[src/rtl/dbg_chan_pkg.sv]
package dbg_chan_pkg;
  localparam int unsigned REG_W    = 64;
  localparam int unsigned LVL_W    = 2;
  localparam int unsigned CLASS_W  = 6;
  localparam logic [CLASS_W-1:0] DBG_TRAP_CLASS = 6'h18;

  typedef enum logic [1:0] {
    RSP_OK    = 2'd0,
    RSP_UNDEF = 2'd1,
    RSP_TRAP  = 2'd2
  } rsp_kind_e;

  typedef struct packed {
    logic lvl2_enabled;
    logic lvl2_legacy;
    logic lvl2_trap_route;
    logic lvl2_trap_access;
    logic lvl3_present;
    logic lvl3_legacy;
    logic lvl3_trap_access;
  } trap_ctl_t;
endpackage

[src/rtl/dbg_chan_dec.sv]
module dbg_chan_dec #(
  parameter logic [1:0] OP0 = 2'd2,
  parameter logic [2:0] OP1 = 3'd0,
  parameter logic [3:0] CRN = 4'd0,
  parameter logic [3:0] CRM = 4'd2,
  parameter logic [2:0] OP2 = 3'd0
) (
  input  logic [1:0] op0_i,
  input  logic [2:0] op1_i,
  input  logic [3:0] crn_i,
  input  logic [3:0] crm_i,
  input  logic [2:0] op2_i,
  output logic       hit_o
);
  assign hit_o = (op0_i == OP0) && (op1_i == OP1) && (crn_i == CRN) &&
                 (crm_i == CRM) && (op2_i == OP2);
endmodule

[src/rtl/dbg_chan_trap.sv]
module dbg_chan_trap
  import dbg_chan_pkg::*;
(
  input  logic [LVL_W-1:0] lvl_i,
  input  trap_ctl_t        ctl_i,
  output rsp_kind_e        kind_o,
  output logic [LVL_W-1:0] target_o
);
  logic lvl2_catch, lvl3_catch;

  assign lvl2_catch = ctl_i.lvl2_enabled && !ctl_i.lvl2_legacy &&
                      (ctl_i.lvl2_trap_route || ctl_i.lvl2_trap_access);
  assign lvl3_catch = ctl_i.lvl3_present && !ctl_i.lvl3_legacy && ctl_i.lvl3_trap_access;

  // fixed priority: undefined, then level 2, then level 3
  always_comb begin
    kind_o   = RSP_OK;
    target_o = '0;
    unique case (lvl_i)
      2'd0: kind_o = RSP_UNDEF;
      2'd1: begin
        if (lvl2_catch) begin
          kind_o   = RSP_TRAP;
          target_o = 2'd2;
        end else if (lvl3_catch) begin
          kind_o   = RSP_TRAP;
          target_o = 2'd3;
        end
      end
      2'd2: begin
        if (lvl3_catch) begin
          kind_o   = RSP_TRAP;
          target_o = 2'd3;
        end
      end
      default: ;
    endcase
  end
endmodule

[src/rtl/dbg_chan_store.sv]
module dbg_chan_store #(
  parameter int unsigned DATA_W = 64,
  parameter int unsigned RX_BIT = 30,
  parameter int unsigned TX_BIT = 29
) (
  input  logic              clk_i,
  input  logic              rst_ni,
  input  logic              we_i,
  input  logic [DATA_W-1:0] wdata_i,
  input  logic              rx_full_i,
  input  logic              tx_full_i,
  output logic [1:0]        en_o,
  output logic              irq_o
);
  localparam int unsigned N_SRC = 2;
  localparam int unsigned SRC_BIT [N_SRC] = '{RX_BIT, TX_BIT};
  localparam bit          SRC_POL [N_SRC] = '{1'b1, 1'b0}; // level that requests service

  logic [N_SRC-1:0] en_q;
  logic [N_SRC-1:0] flag;
  logic [N_SRC-1:0] req;

  assign flag = {tx_full_i, rx_full_i};

  for (genvar i = 0; i < N_SRC; i++) begin : g_src
    always_ff @(posedge clk_i or negedge rst_ni) begin
      if (!rst_ni)   en_q[i] <= 1'b0;
      else if (we_i) en_q[i] <= wdata_i[SRC_BIT[i]];
    end
    assign req[i] = en_q[i] && (flag[i] == SRC_POL[i]);
  end

  assign en_o  = en_q;
  assign irq_o = |req;

  a_r4_quiet_when_disabled: assert property (@(posedge clk_i) disable iff (!rst_ni)
    (en_q == '0) |-> !irq_o);
  a_r1_enables_cleared: assert property (@(posedge clk_i)
    $rose(rst_ni) |-> (en_q == '0));
endmodule

[src/rtl/dbg_chan_irq_ctl.sv]
module dbg_chan_irq_ctl
  import dbg_chan_pkg::*;
#(
  parameter int unsigned DATA_W = REG_W,
  parameter int unsigned RX_BIT = 30,
  parameter int unsigned TX_BIT = 29
) (
  input  logic              clk_i,
  input  logic              rst_ni,
  input  logic              req_valid_i,
  input  logic              req_write_i,
  input  logic [1:0]        req_op0_i,
  input  logic [2:0]        req_op1_i,
  input  logic [3:0]        req_crn_i,
  input  logic [3:0]        req_crm_i,
  input  logic [2:0]        req_op2_i,
  input  logic [DATA_W-1:0] req_wdata_i,
  input  logic [1:0]        cur_lvl_i,
  input  logic              lvl2_enabled_i,
  input  logic              lvl2_legacy_i,
  input  logic              lvl2_trap_route_i,
  input  logic              lvl2_trap_access_i,
  input  logic              lvl3_present_i,
  input  logic              lvl3_legacy_i,
  input  logic              lvl3_trap_access_i,
  input  logic              rx_full_i,
  input  logic              tx_full_i,
  output logic              rsp_valid_o,
  output logic [1:0]        rsp_kind_o,
  output logic [1:0]        rsp_target_o,
  output logic [5:0]        rsp_class_o,
  output logic [DATA_W-1:0] rsp_rdata_o,
  output logic              irq_o
);
  logic             hit;
  rsp_kind_e        kind;
  logic [LVL_W-1:0] target;
  trap_ctl_t        ctl;
  logic [1:0]       en;
  logic             claim, we;
  logic [DATA_W-1:0] rd_view;

  logic              rsp_valid_q;
  rsp_kind_e         rsp_kind_q;
  logic [LVL_W-1:0]  rsp_target_q;
  logic [DATA_W-1:0] rsp_rdata_q;

  assign ctl = '{lvl2_enabled:     lvl2_enabled_i,
                 lvl2_legacy:      lvl2_legacy_i,
                 lvl2_trap_route:  lvl2_trap_route_i,
                 lvl2_trap_access: lvl2_trap_access_i,
                 lvl3_present:     lvl3_present_i,
                 lvl3_legacy:      lvl3_legacy_i,
                 lvl3_trap_access: lvl3_trap_access_i};

  dbg_chan_dec u_dec (
    .op0_i (req_op0_i),
    .op1_i (req_op1_i),
    .crn_i (req_crn_i),
    .crm_i (req_crm_i),
    .op2_i (req_op2_i),
    .hit_o (hit)
  );

  dbg_chan_trap u_trap (
    .lvl_i    (cur_lvl_i),
    .ctl_i    (ctl),
    .kind_o   (kind),
    .target_o (target)
  );

  assign claim = req_valid_i && hit;
  assign we    = claim && req_write_i && (kind == RSP_OK);

  dbg_chan_store #(.DATA_W(DATA_W), .RX_BIT(RX_BIT), .TX_BIT(TX_BIT)) u_store (
    .clk_i     (clk_i),
    .rst_ni    (rst_ni),
    .we_i      (we),
    .wdata_i   (req_wdata_i),
    .rx_full_i (rx_full_i),
    .tx_full_i (tx_full_i),
    .en_o      (en),
    .irq_o     (irq_o)
  );

  always_comb begin
    rd_view         = '0;
    rd_view[RX_BIT] = en[0];
    rd_view[TX_BIT] = en[1];
  end

  always_ff @(posedge clk_i or negedge rst_ni) begin
    if (!rst_ni) begin
      rsp_valid_q  <= 1'b0;
      rsp_kind_q   <= RSP_OK;
      rsp_target_q <= '0;
      rsp_rdata_q  <= '0;
    end else begin
      rsp_valid_q <= claim;
      if (claim) begin
        rsp_kind_q   <= kind;
        rsp_target_q <= target;
        rsp_rdata_q  <= (kind == RSP_OK && !req_write_i) ? rd_view : '0;
      end
    end
  end

  assign rsp_valid_o  = rsp_valid_q;
  assign rsp_kind_o   = rsp_kind_q;
  assign rsp_target_o = rsp_target_q;
  assign rsp_class_o  = (rsp_kind_q == RSP_TRAP) ? DBG_TRAP_CLASS : '0;
  assign rsp_rdata_o  = rsp_rdata_q;

  a_r12_rsp_needs_req: assert property (@(posedge clk_i) disable iff (!rst_ni)
    rsp_valid_o |-> $past(req_valid_i));
  a_r11_fault_keeps_state: assert property (@(posedge clk_i) disable iff (!rst_ni)
    (rsp_valid_o && rsp_kind_o != RSP_OK) |-> $stable(en));
  a_r11_fault_no_data: assert property (@(posedge clk_i) disable iff (!rst_ni)
    (rsp_valid_o && rsp_kind_o != RSP_OK) |-> (rsp_rdata_o == '0));
  a_r10_trap_syndrome: assert property (@(posedge clk_i) disable iff (!rst_ni)
    (rsp_valid_o && rsp_kind_o == RSP_TRAP) |-> (rsp_class_o == 6'h18 && rsp_target_o[1]));
  a_r6_lvl0_undef: assert property (@(posedge clk_i) disable iff (!rst_ni)
    (claim && cur_lvl_i == 2'd0) |=> (rsp_valid_o && rsp_kind_o == RSP_UNDEF));
  a_r3_write_lands: assert property (@(posedge clk_i) disable iff (!rst_ni)
    we |=> (en == {$past(req_wdata_i[TX_BIT]), $past(req_wdata_i[RX_BIT])}));
endmodule

[config.mk]
export PLATFORM = sky130hd
export DESIGN_NAME = dbg_chan_irq_ctl
export DESIGN_NICKNAME = d
export VERILOG_FILES = /design/src/rtl/dbg_chan_pkg.sv /design/src/rtl/dbg_chan_dec.sv /design/src/rtl/dbg_chan_trap.sv /design/src/rtl/dbg_chan_store.sv /design/src/rtl/dbg_chan_irq_ctl.sv
export SDC_FILE = /design/constraint.sdc
export NUM_CORES = 1
export LEC_CHECK = 0
export BUFFER_PORTS_ARGS = -buffer_cell sky130_fd_sc_hd__buf_2
export CORE_AREA = 2 2 66 68
export CTS_BUF_LIST = sky130_fd_sc_hd__clkbuf_8 sky130_fd_sc_hd__clkbuf_16
export DETAILED_ROUTE_END_ITERATION = 10
export DIE_AREA = 0 0 68 70
export PLACE_DENSITY = 0.76
export SYNTH_ARGS = -nofsm -noshare
export SYNTH_HDL_FRONTEND = slang
export SYNTH_HIERARCHICAL = 1
export SYNTH_SLANG_ARGS = --single-unit
[constraint.sdc]
create_clock -name clk_i -period 1.5 [get_ports clk_i]
set_input_delay 0.15 -clock clk_i [delete_from_list [all_inputs] [get_ports clk_i]]
set_output_delay 0.15 -clock clk_i [all_outputs]
set_load 0.02 [all_outputs]
Word-level counts from Yosys, hierarchy flattened
Cells that the tools add are included.

Bits in registers: 71. Word-level logic and storage cells: 44. Input bits: 95. Output and inout port bits: 76.

Reductions and logical operators: 24. Equality and inequality tests: 5. Multiplexer cells: 8. Bitwise gates (word level): 1.

Operators with widths (number): $mux 31 (1); $logic_and 1x1->1 (14); $mux 2 (4); $eq 2x2->1 const B (3); $logic_not 3->1 (2); $pmux 2 s3 (1); $mux 5 (1); $eq 4x2->1 const B (1); $logic_not 2->1 (2); $logic_not 4->1 (1); $pmux 2 s2 (1); $logic_not 1->1 (3); $eq 2x1->1 const B (1); $reduce_or 2->1 (1); $logic_or 1x1->1 (1); $not 1->1 (1).

Longest topological paths before layout
Gate-level depths: netlist of run 1.

Word-level depth: 9. Mapped depth: 7. Depth with buffers taken out: 7.

By module
Netlist of run 1, hierarchy kept.

By module, submodules not included: dbg_chan_irq_ctl (area each 785.8 sq um, cells each 88, sequential area each 175.2 sq um, instances 1); dbg_chan_trap (area each 133.9 sq um, cells each 15, sequential area each 0.0 sq um, instances 1); dbg_chan_store (area each 86.3 sq um, cells each 8, sequential area each 50.0 sq um, instances 1); dbg_chan_dec (area each 38.8 sq um, cells each 5, sequential area each 0.0 sq um, instances 1).

Least setup slack after synthesis of run 1
No wires, ideal clock.

Kind: input to register. Start: input port req_op0_i[0]. End: register u_store.en_q[0], in the netlist u_store/en_o[0]. Data required time: 1.375 ns. Setup time: 0.125 ns. Stages: 5. Arrival time: 1.587 ns. Buffers on the path: 0. Setup slack: -0.212 ns. Cells stage by stage: nor4b_1 > and4_1 > nand2_2 > nor4b_1 > mux2_4.

Cells in the longest elaborated chain, start to end: 8.

Ends and longest elaborated chain: start: declaration (line dbg_chan_irq_ctl.sv:12) `input logic [1:0] req_op0_i,`; $eq 2x2->1 (line dbg_chan_dec.sv:15) `assign hit_o = (op0_i == OP0) && (op1_i == OP1) && (crn_i == CRN) &&`; $logic_and 1x1->1 (3 in a row) (line dbg_chan_dec.sv:15); $logic_and 1x1->1 (line dbg_chan_dec.sv:16) `(crm_i == CRM) && (op2_i == OP2);`; via hit (line dbg_chan_irq_ctl.sv:35) `logic hit;`; $logic_and 1x1->1 (line dbg_chan_irq_ctl.sv:72) `assign claim = req_valid_i && hit;`; $logic_and 1x1->1 (2 in a row) (line dbg_chan_irq_ctl.sv:73) `assign we = claim && req_write_i && (kind == RSP_OK);`; via we (line dbg_chan_irq_ctl.sv:40) `logic claim, we;`; end signal: indexed assignment (line dbg_chan_store.sv:28) `else if (we_i) en_q[i] <= wdata_i[SRC_BIT[i]];`; end: declaration (line dbg_chan_store.sv:19) `logic [N_SRC-1:0] en_q;`.

The timed path passes the listed nets, and every way through them passes these cells. A chain may end at the register's enable or synchronous reset.

Final worst setup path of run 1
Start: input port req_crn_i[1]. End: register u_store.en_q[0], in the netlist u_store/en_o[0].

Cells in the longest elaborated chain, start to end: 7.

Ends and longest elaborated chain: start: declaration (line dbg_chan_irq_ctl.sv:14) `input logic [3:0] req_crn_i,`; $logic_not 4->1 (line dbg_chan_dec.sv:15); $logic_and 1x1->1 (2 in a row) (line dbg_chan_dec.sv:15); $logic_and 1x1->1 (line dbg_chan_dec.sv:16); via hit (line dbg_chan_irq_ctl.sv:35); $logic_and 1x1->1 (line dbg_chan_irq_ctl.sv:72); $logic_and 1x1->1 (2 in a row) (line dbg_chan_irq_ctl.sv:73); via we (line dbg_chan_irq_ctl.sv:40).

The timed path passes the listed nets, and every way through them passes these cells.

==> results.yml, run 1 <==
critical_path:
  crit_chain: "buf_2, nor4_1, and4_4, nand2_2, nor4b_4, mux2_4"
  arrival_ps: 1580
  r2r_start: "u_store/en_o[0]"
  path_buf_inv: 1
  cp-end-kind: "flip-flop"
  r2r-end: "u_store/en_o[0]"
  crit_start: "req_crn_i[1]"
  start_kind: "input pin"
  endpoint: "u_store/en_o[0]"
  reg2regPathDepth: 1
  required_ps: 1620
  critPathSlowestCell: "nor4b_4"
  crit_family: "simple AND/OR/NAND/NOR gates"
  critical_path_class: "in -> reg"
  cp_slowest_stage_delay_ps: 370
  critPathMaxFanout: 3
  r2r_setup_slack_ps: 710
  crit_cells: 6
power:
  p_sw_share_pct: 37.50
  netSwitchingPower_w: 0.0002896
  p_per_area_nw_per_um2: 606.9
  clock_power_share_pct: 35.1
  vdd_drop_max_mv: 0.3695
  p_int_w: 0.0004827
  leakagePower_nw: 0.7444
  p_seq_share_pct: 31.6
  power_frac_comb_pct: 33.3
layout:
  nets: 269
  drive_gt1_share_pct: 42.60
  fin_area_sq_um: 1272
  diodes: 0
  final_cells: 221
  syn2layout_area_growth_pct: 21.80
  final_util_pct: 30.71
floorplan:
  rows: 24
  die-area_sq_um: 4760
  start_util_pct: 25.21
  die_height_um: 70
  die_x_um: 68
  num_io_pins: 171
  coreArea_sq_um: 4144
clock_tree:
  clock_latency_ps: 230
  cts-root-buf: "clkbuf_8"
  cts_inserted_buffers: 3
  cts_tree: "built"
  clock_sinks: 9
  htreeDepth: 1
  clock_path_buffers: 2
  path_clk_slew_ps: 50
logic_synthesis:
  synth_cell_types: 24
  synth_cells: 116
  yosys.area.top_type: "buf_4"
  synth-seq-area-share_pct: 21.56
  syn_area_sq_um: 1045
  yosys_warnings: 6
  synth.avg_cell_area_sq_um: 9.006
  synth_area_leaders: "buf_4 (48%), dfrtp_1 (22%), ha_1 (4.8%)"
  synth_seq_cells: 9
  synth_top_area_share_pct: 48.14
global_route:
  grt_pass1_wl_mm: 2.711
  antenna_found_initial: 0
  grt_pass1_vias: 632
  grt_max_degree: 10
  grtUsageTotal_pct: 6.909
  grt_overflow: 0
placement:
  finalWeightedCongestion: 0.7573
  dp_hpwl_mm: 1.483
  dpl_cell_area_sq_um: 1161
  io_buffers: 42
  placed_cells_incl_taps: 214
job:
  cap_viol_max_count: 0
min_path:
  hold_depth: 3
  hp-class: "in -> reg"
sta:
  maxSlewViolCount: 0
  hold_viol: 0
  fmax_mhz: 682.8
  min_period_ps: 1465
  holdWs_ps: 135.9
  setup_viol_count_final: 0
  finClkSkew_ps: 0.1350
  min_period_over_period_pct: 97.64
outcome:
  status: "completed"
route:
  drcViolationCount: 0
  routedWlPerCell_um: 8.231
  drt_iter0_markers: 2
  wirelength_mm: 1.819
  num_vias: 776
  drtAntennaViolNets: 0
  via_per_inst: 3.511
  dr.pass1.iters: 3
[worst min-delay path: cells and delay by family]
family / cells / cell delay (ps)
compound gates: 1 / 60
buf+inv: 1 / 70
simple gates: 1 / 40
[synth_stat cells]
cell type and number:
mux2_4 1, and4_1 1, nor2b_1 2, o21ai_0 2, nor2_1 1, or4b_4 1, or3_1 1, o211ai_1 1
ha_1 4, dfrtp_1 9, nand2_2 1, nand3_1 2, inv_1 5, o2bb2ai_1 2, buf_4 67, o31a_2 1
a21boi_2 1, o2111a_1 1, nor4_1 2, nor4b_1 3, a21oi_2 1, nand2_1 2, conb_1 1, mux2_2 4
[worst min path at each step]
stage,start,to,slack (ps)
finish,req_wdata_i[29],u_store/en_o[1],140
global route,req_wdata_i[29],u_store/en_o[1],150
CTS,req_wdata_i[29],u_store/en_o[1],130
detailed placement,rst_ni,rsp_rdata_o[29],10
global placement,rst_ni,rsp_kind_o[0],6
floorplan,rst_ni,rsp_kind_o[0],-150
[cell families (layout without fill, tap and decap cells)]
kind of cell    after synthesis  count (layout)  share of synthesized area (%)
compound gates                9               9                          7.306
mux                           5               5                          5.748
flops                         9               9                          21.56
other cells                   1              66                         0.3589
simple gates                 16              16                          10.30
buf+inv                      72              60                          49.94
fa+ha+maj                     4               4                          4.791
[cell usage in the layout, fill, tap and decap left out, drive strengths merged]
| master | netlist | routed |
|---|---|---|
| a21boi | 1 | 1 |
| a21oi | 1 | 1 |
| and4 | 1 | 1 |
| buf | 67 | 49 |
| clkbuf | 0 | 4 |
| conb | 1 | 66 |
| dfrtp | 9 | 9 |
| dlygate4sd3 | 0 | 1 |
| ha | 4 | 4 |
| inv | 5 | 6 |
| mux2 | 5 | 5 |
| nand2 | 3 | 3 |
| nand3 | 2 | 2 |
| nor2 | 1 | 1 |
| nor2b | 2 | 2 |
| nor4 | 2 | 2 |
| nor4b | 3 | 3 |
| o2111a | 1 | 1 |
| o211ai | 1 | 1 |
| o21ai | 2 | 2 |
| o2bb2ai | 2 | 2 |
| o31a | 1 | 1 |
| or3 | 1 | 1 |
| or4b | 1 | 1 |
[power groups by stage]
stage	clock (W)	combinational [W]	sequential [W]
finish	0.000271	0.000257	0.000244
CTS	0.000280	0.000243	0.000244
floorplan	0	0.000309	0.000247
detailed placement	0	0.000240	0.000247
global placement	0	0.000238	0.000247
global route	0.000293	0.000283	0.000243
[registers in the layout (all words and copies together) (netlist names)]
register      flops
rsp_kind_o        2
rsp_rdata_o       2
rsp_target_o      2
u_store/en_o      2
rsp_valid_o       1
[area by class of cell]
class | count | area [sq um]
Inverter | 5 | 26.28
Clock buffer | 3 | 41.29
Multi-Input combinational cell | 100 | 628.1
Clock inverter | 1 | 3.754
Sequential cell | 9 | 225.2
Fill cell | 437 | 2872
Tap cell | 52 | 65.06
Timing Repair Buffer | 51 | 282.8
[per-stage QoR]
step	worst slack (ps)	setup TNS (ps)	total power, W
final	35.41	0	0.0007723
after global placement	-197.7	-349.5	0.0004854
after detailed placement	-250.7	-492.5	0.0004874
after global routing	-67.11	-67.11	0.0008195
after floorplan	1.647	0	0.0005559
after CTS	8.436	0	0.0007661
[repair_timing]
action | in CTS | in global routing
gates resized for setup | 0 | 7
endpoints found under the setup margin | 1 | 1
endpoints found under the hold margin | 9 | 0
buffers inserted | 0 | 2
hold buffers | 1 | 0
cloned | 0 | 0
pin swaps | 1 | 3
[per-layer routing]
metal  vias to the layer above  global-route usage (%)  part of all wire, %  routed length [um]
met2                        70                   12.08                   50                 906
met1                       351                   8.358                   36                 658
met3                         2                   1.288                   13                 239
met5                         -                       0                    0                   0
met4                         0                   2.000                 0.77                  14
li1                        353                       -                    -                   -
(Power assumes the default switching activity.)
==> run 2: changes to the inputs <==
Settings changed: CORE_AREA 2 2 66 68 to 2 2 67 69, CTS_BUF_LIST sky130_fd_sc_hd__clkbuf_8 sky130_fd_sc_hd__clkbuf_16 to sky130_fd_sc_hd__clkbuf_2, DIE_AREA 0 0 68 70 to 0 0 69 71, PLACE_DENSITY 0.76 to 0.74.
==> results.yml, run 2 (synthesized netlist as in run 1, its figures left out) <==
critical_path:
  arrival_ps: 1550
  crit_chain: "buf_2, inv_8, ha_4, or4b_4, a21oi_4, nor4b_4, mux2_4"
  start_kind: "input pin"
  critical_path_class: "in -> reg"
  critPathMaxFanout: 3
  cp_slowest_stage_delay_ps: 480
  required_ps: 1630
  critPathSlowestCell: "or4b_4"
  cp-end-kind: "flip-flop"
route:
  drt_iter0_markers: 1
  drcViolationCount: 0
  drtAntennaViolNets: 0
  dr.pass1.iters: 2
  via_per_inst: 3.410
  num_vias: 757
  wirelength_mm: 1.792
  routedWlPerCell_um: 8.072
layout:
  diodes: 0
  seq_area_sq_um: 225.2
  num-fill-cells: 467
  fin_area_sq_um: 1220
  final_common_cell: "conb_1"
  final_cell_mix: "conb_1 (66), buf_2 (42), buf_4 (9), dfrtp_1 (9)"
  nets: 270
  syn2layout_area_growth_pct: 16.77
  multi_input_area_sq_um: 595.6
  drive_gt1_share_pct: 41.76
  final_cells: 222
placement:
  placed_cells_incl_taps: 217
  dp_hpwl_mm: 1.635
  finalWeightedCongestion: 0.7026
  dpl_cell_area_sq_um: 1184
  io_buffers: 42
sta:
  fmax_mhz: 702.4
  rsz0062_at_grt: "no"
  min_period_ps: 1424
  hold_viol: 0
  min_period_over_period_pct: 94.91
  maxSlewViolCount: 0
  setup_viol_count_final: 0
  finClkSkew_ps: 0.8550
clock_tree:
  cts-root-buf: "clkbuf_2"
  clock_path_buffers: 2
  cts_inserted_buffers: 3
  htreeDepth: 1
  clock_sinks: 9
  clock_latency_ps: 240
  cts_tree: "built"
  cts_setup_buffers: 0
  path_clk_slew_ps: 90
floorplan:
  rows: 24
  num_io_pins: 171
  coreArea_sq_um: 4204
  start_util_pct: 24.85
  die_x_um: 69
  die-area_sq_um: 4899
  die_height_um: 71
power:
  p_seq_share_pct: 37.4
  power_frac_comb_pct: 38.9
  netSwitchingPower_w: 0.0002748
  p_sw_share_pct: 42.39
  p_int_w: 0.0003735
  total_power_w: 0.0006482
  p_per_area_nw_per_um2: 531.4
  clock_power_share_pct: 23.7
  leakagePower_nw: 0.7241
  vdd_drop_max_mv: 0.2678
global_route:
  grt_pass1_wl_mm: 2.518
  grt_pass1_vias: 608
  antenna_found_initial: 0
  grtUsageTotal_pct: 6.306
  grt_max_degree: 10
  grt_overflow: 0
outcome:
  status: "completed"
job:
  cap_viol_max_count: 0
min_path:
  hp-class: "in -> reg"
==> run 2: what timing repair did <==
| item | 4_1_cts | 5_1_grt |
|---|---|---|
| endpoints found under the setup margin | 0 | 1 |
| gates resized for setup | 0 | 1 |
| hold buffers | 1 | 0 |
| hold endpoints to repair | 9 | 0 |
==> run 2: metrics by stage <==
step                      util, %  hold WS (ps)  TNS, ps  worst slack [ps]
after floorplan                 -        -145.6        0             1.647
after global placement      28.15         9.824   -212.0            -164.9
after detailed placement    28.15         13.75   -347.9            -210.3
after CTS                   28.87         135.0        0             55.32
after global routing        29.02         119.6        0             7.120
final                       29.02         136.4        0             76.37
==> run 2: worst paths after layout <==
kind	from	to	slack (ps)	cells after the start
setup / recovery	cur_lvl_i[1]	u_store/en_o[0]	80	7
hold / removal	req_wdata_i[29]	u_store/en_o[1]	140	3
setup reg to reg	rsp_kind_o[1]	rsp_kind_o[1]	700	1
hold reg to reg	rsp_rdata_o[29]	rsp_rdata_o[29]	500	1
max in group asynchronous	rst_ni	rsp_rdata_o[29]	1030	2
min in group asynchronous	rst_ni	rsp_target_o[0]	280	2
==> run 2: layout make-up <==
class                      count  area share [%]
multi-input combinational    100           48.82
timing repair buffer          52           23.59
sequential                     9           18.46
tap                           52           5.333
inverter                       5           2.154
clock buffer                   4           1.641
==> run 2: routing by layer <==
metal  share of wire, %  track usage, %
met1                 39           7.043
met5                  0               0
met3                 13           1.852
met4                  0           1.307
met2                 48           11.86
==> run 2: worst max-delay path, delay by kind of cell <==
kind / cells / cell delay (ps)
AO/OA/AOI/OAI: 1 / 200
multiplexers: 1 / 290
buffers and inverters: 2 / 230
adder cells (fa/ha/maj): 1 / 130
AND/OR/NAND/NOR: 2 / 550
==> run 2: power by group through the flow <==
| stage | clock [W] | sequential, W | combinational [W] |
|---|---|---|---|
| 2_1_floorplan | 0 | 0.000247 | 0.000309 |
| 3_3_place_gp | 0 | 0.000247 | 0.000243 |
| 3_5_place_dp | 0 | 0.000247 | 0.000245 |
| 4_1_cts | 0.000160 | 0.000242 | 0.000247 |
| 5_1_grt | 0.000173 | 0.000243 | 0.000268 |
| 6_report | 0.000154 | 0.000242 | 0.000252 |
==> run 3: changes to the inputs <==
Clock period 1.5 ns to 1.72 ns, I/O delays scaled along.
==> results.yml, run 3 (synthesized netlist as in run 1, its figures left out) <==
outcome:
  status: "completed"
clock_tree:
  clock_sinks: 9
  htreeDepth: 1
  clock_latency_ps: 230
  cts_resized: 0
  cts_inserted_buffers: 3
  path_clk_slew_ps: 90
  clock_path_buffers: 2
  cts_tree: "built"
  cts-root-buf: "clkbuf_2"
layout:
  final_common_cell: "conb_1"
  syn2layout_area_growth_pct: 10.06
  final_cells: 220
  multi_input_area_sq_um: 548.0
  drive_gt1_share_pct: 38.10
  num-fill-cells: 472
  seq_area_sq_um: 225.2
  diodes: 0
  nets: 268
  final_cell_mix: "conb_1 (66), buf_2 (42), dfrtp_1 (9)"
  fin_area_sq_um: 1150
route:
  wirelength_mm: 1.835
  via_per_inst: 3.441
  num_vias: 757
  routedWlPerCell_um: 8.341
  dr.pass1.iters: 2
  drcViolationCount: 0
  drt_iter0_markers: 5
  drtAntennaViolNets: 0
power:
  p_per_area_nw_per_um2: 476.2
  leakagePower_nw: 0.7097
  vdd_drop_max_mv: 0.1467
floorplan:
  die_height_um: 71
  start_util_pct: 24.85
  num_io_pins: 171
  die_x_um: 69
  rows: 24
  coreArea_sq_um: 4204
  die-area_sq_um: 4899
job:
  cap_viol_max_count: 0
critical_path:
  start_kind: "input pin"
  critical_path_class: "in -> reg"
  critPathMaxFanout: 3
  required_ps: 1840
  cp-end-kind: "flip-flop"
  arrival_ps: 1610
sta:
  min_period_over_period_pct: 86.70
  maxSlewViolCount: 0
  finClkSkew_ps: 0.3351
  setup_viol_count_final: 0
  min_period_ps: 1491
  rsz0062_at_grt: "no"
  hold_viol: 0
  fmax_mhz: 670.6
global_route:
  grt_overflow: 0
  antenna_found_initial: 1
  grt_max_degree: 10
  grt_pass1_wl_mm: 2.656
  grtUsageTotal_pct: 6.720
  grt_pass1_vias: 629
placement:
  dp_hpwl_mm: 1.658
  placed_cells_incl_taps: 215
  finalWeightedCongestion: 0.7422
  dpl_cell_area_sq_um: 1120
  io_buffers: 42
min_path:
  hp-class: "in -> reg"
-- run 3: layout make-up --
cell class | count | share of cell area, %
Clock buffer | 4 | 1.741
Inverter | 5 | 1.632
Sequential cell | 9 | 19.59
Multi-Input combinational cell | 100 | 47.66
Tap cell | 52 | 5.658
Timing Repair Buffer | 50 | 23.72
-- run 3: worst max-delay path, cell delays in order --
cell and delay, ps:
buf_2 110, inv_1 70, ha_1 190, or4b_4 490, a21oi_2 190, nor4b_2 80
mux2_4 300
-- run 3: final timing paths --
kind	from	end	slack (ps)	depth (start not counted)
max reg2reg	u_store/en_o[0]	u_store/en_o[0]	930	1
max	cur_lvl_i[1]	u_store/en_o[0]	230	7
min	req_wdata_i[29]	u_store/en_o[1]	160	3
min in group asynchronous	rst_ni	rsp_target_o[1]	320	2
min reg2reg	rsp_rdata_o[29]	rsp_rdata_o[29]	510	1
max in group asynchronous	rst_ni	rsp_rdata_o[29]	1220	2
-- run 3: report_power, final --
| group | switching [W] | internal, W | total, W |
|---|---|---|---|
| registers | 0.0000000149 | 0.000211 | 0.000211 |
| clock network | 0.0000708 | 0.0000619 | 0.000133 |
| logic | 0.000159 | 0.0000444 | 0.000203 |
-- run 3: what timing repair did --
| action | in CTS | in global routing |
|---|---|---|
| hold buffers | 1 | 0 |
| setup endpoints to repair | 0 | 0 |
| endpoints found under the hold margin | 9 | 0 |
| buffers inserted | 0 | 0 |
-- run 3: per-stage QoR --
stage / util (%) / total power, W / setup WS [ps] / hold WS, ps / TNS, ps
CTS: 27.35 / 0.0005491 / 211.0 / 157.3 / 0
detailed placement: 26.64 / 0.0004150 / -43.82 / 34.36 / -43.82
floorplan: - / 0.0004783 / 120.5 / -123.6 / 0
global route: 27.35 / 0.0005845 / 181.0 / 136.7 / 0
finish: 27.35 / 0.0005476 / 228.8 / 156.8 / 0
global placement: 26.64 / 0.0004122 / -26.50 / 28.00 / -26.50
-- run 3: routing by layer --
metal	GRT usage, %	part of all wire, %	vias up
met5	0	0.71	-
met4	1.961	0.11	2
met3	4.416	18	2
met2	11.65	47	67
met1	6.597	34	336
li1	-	-	350
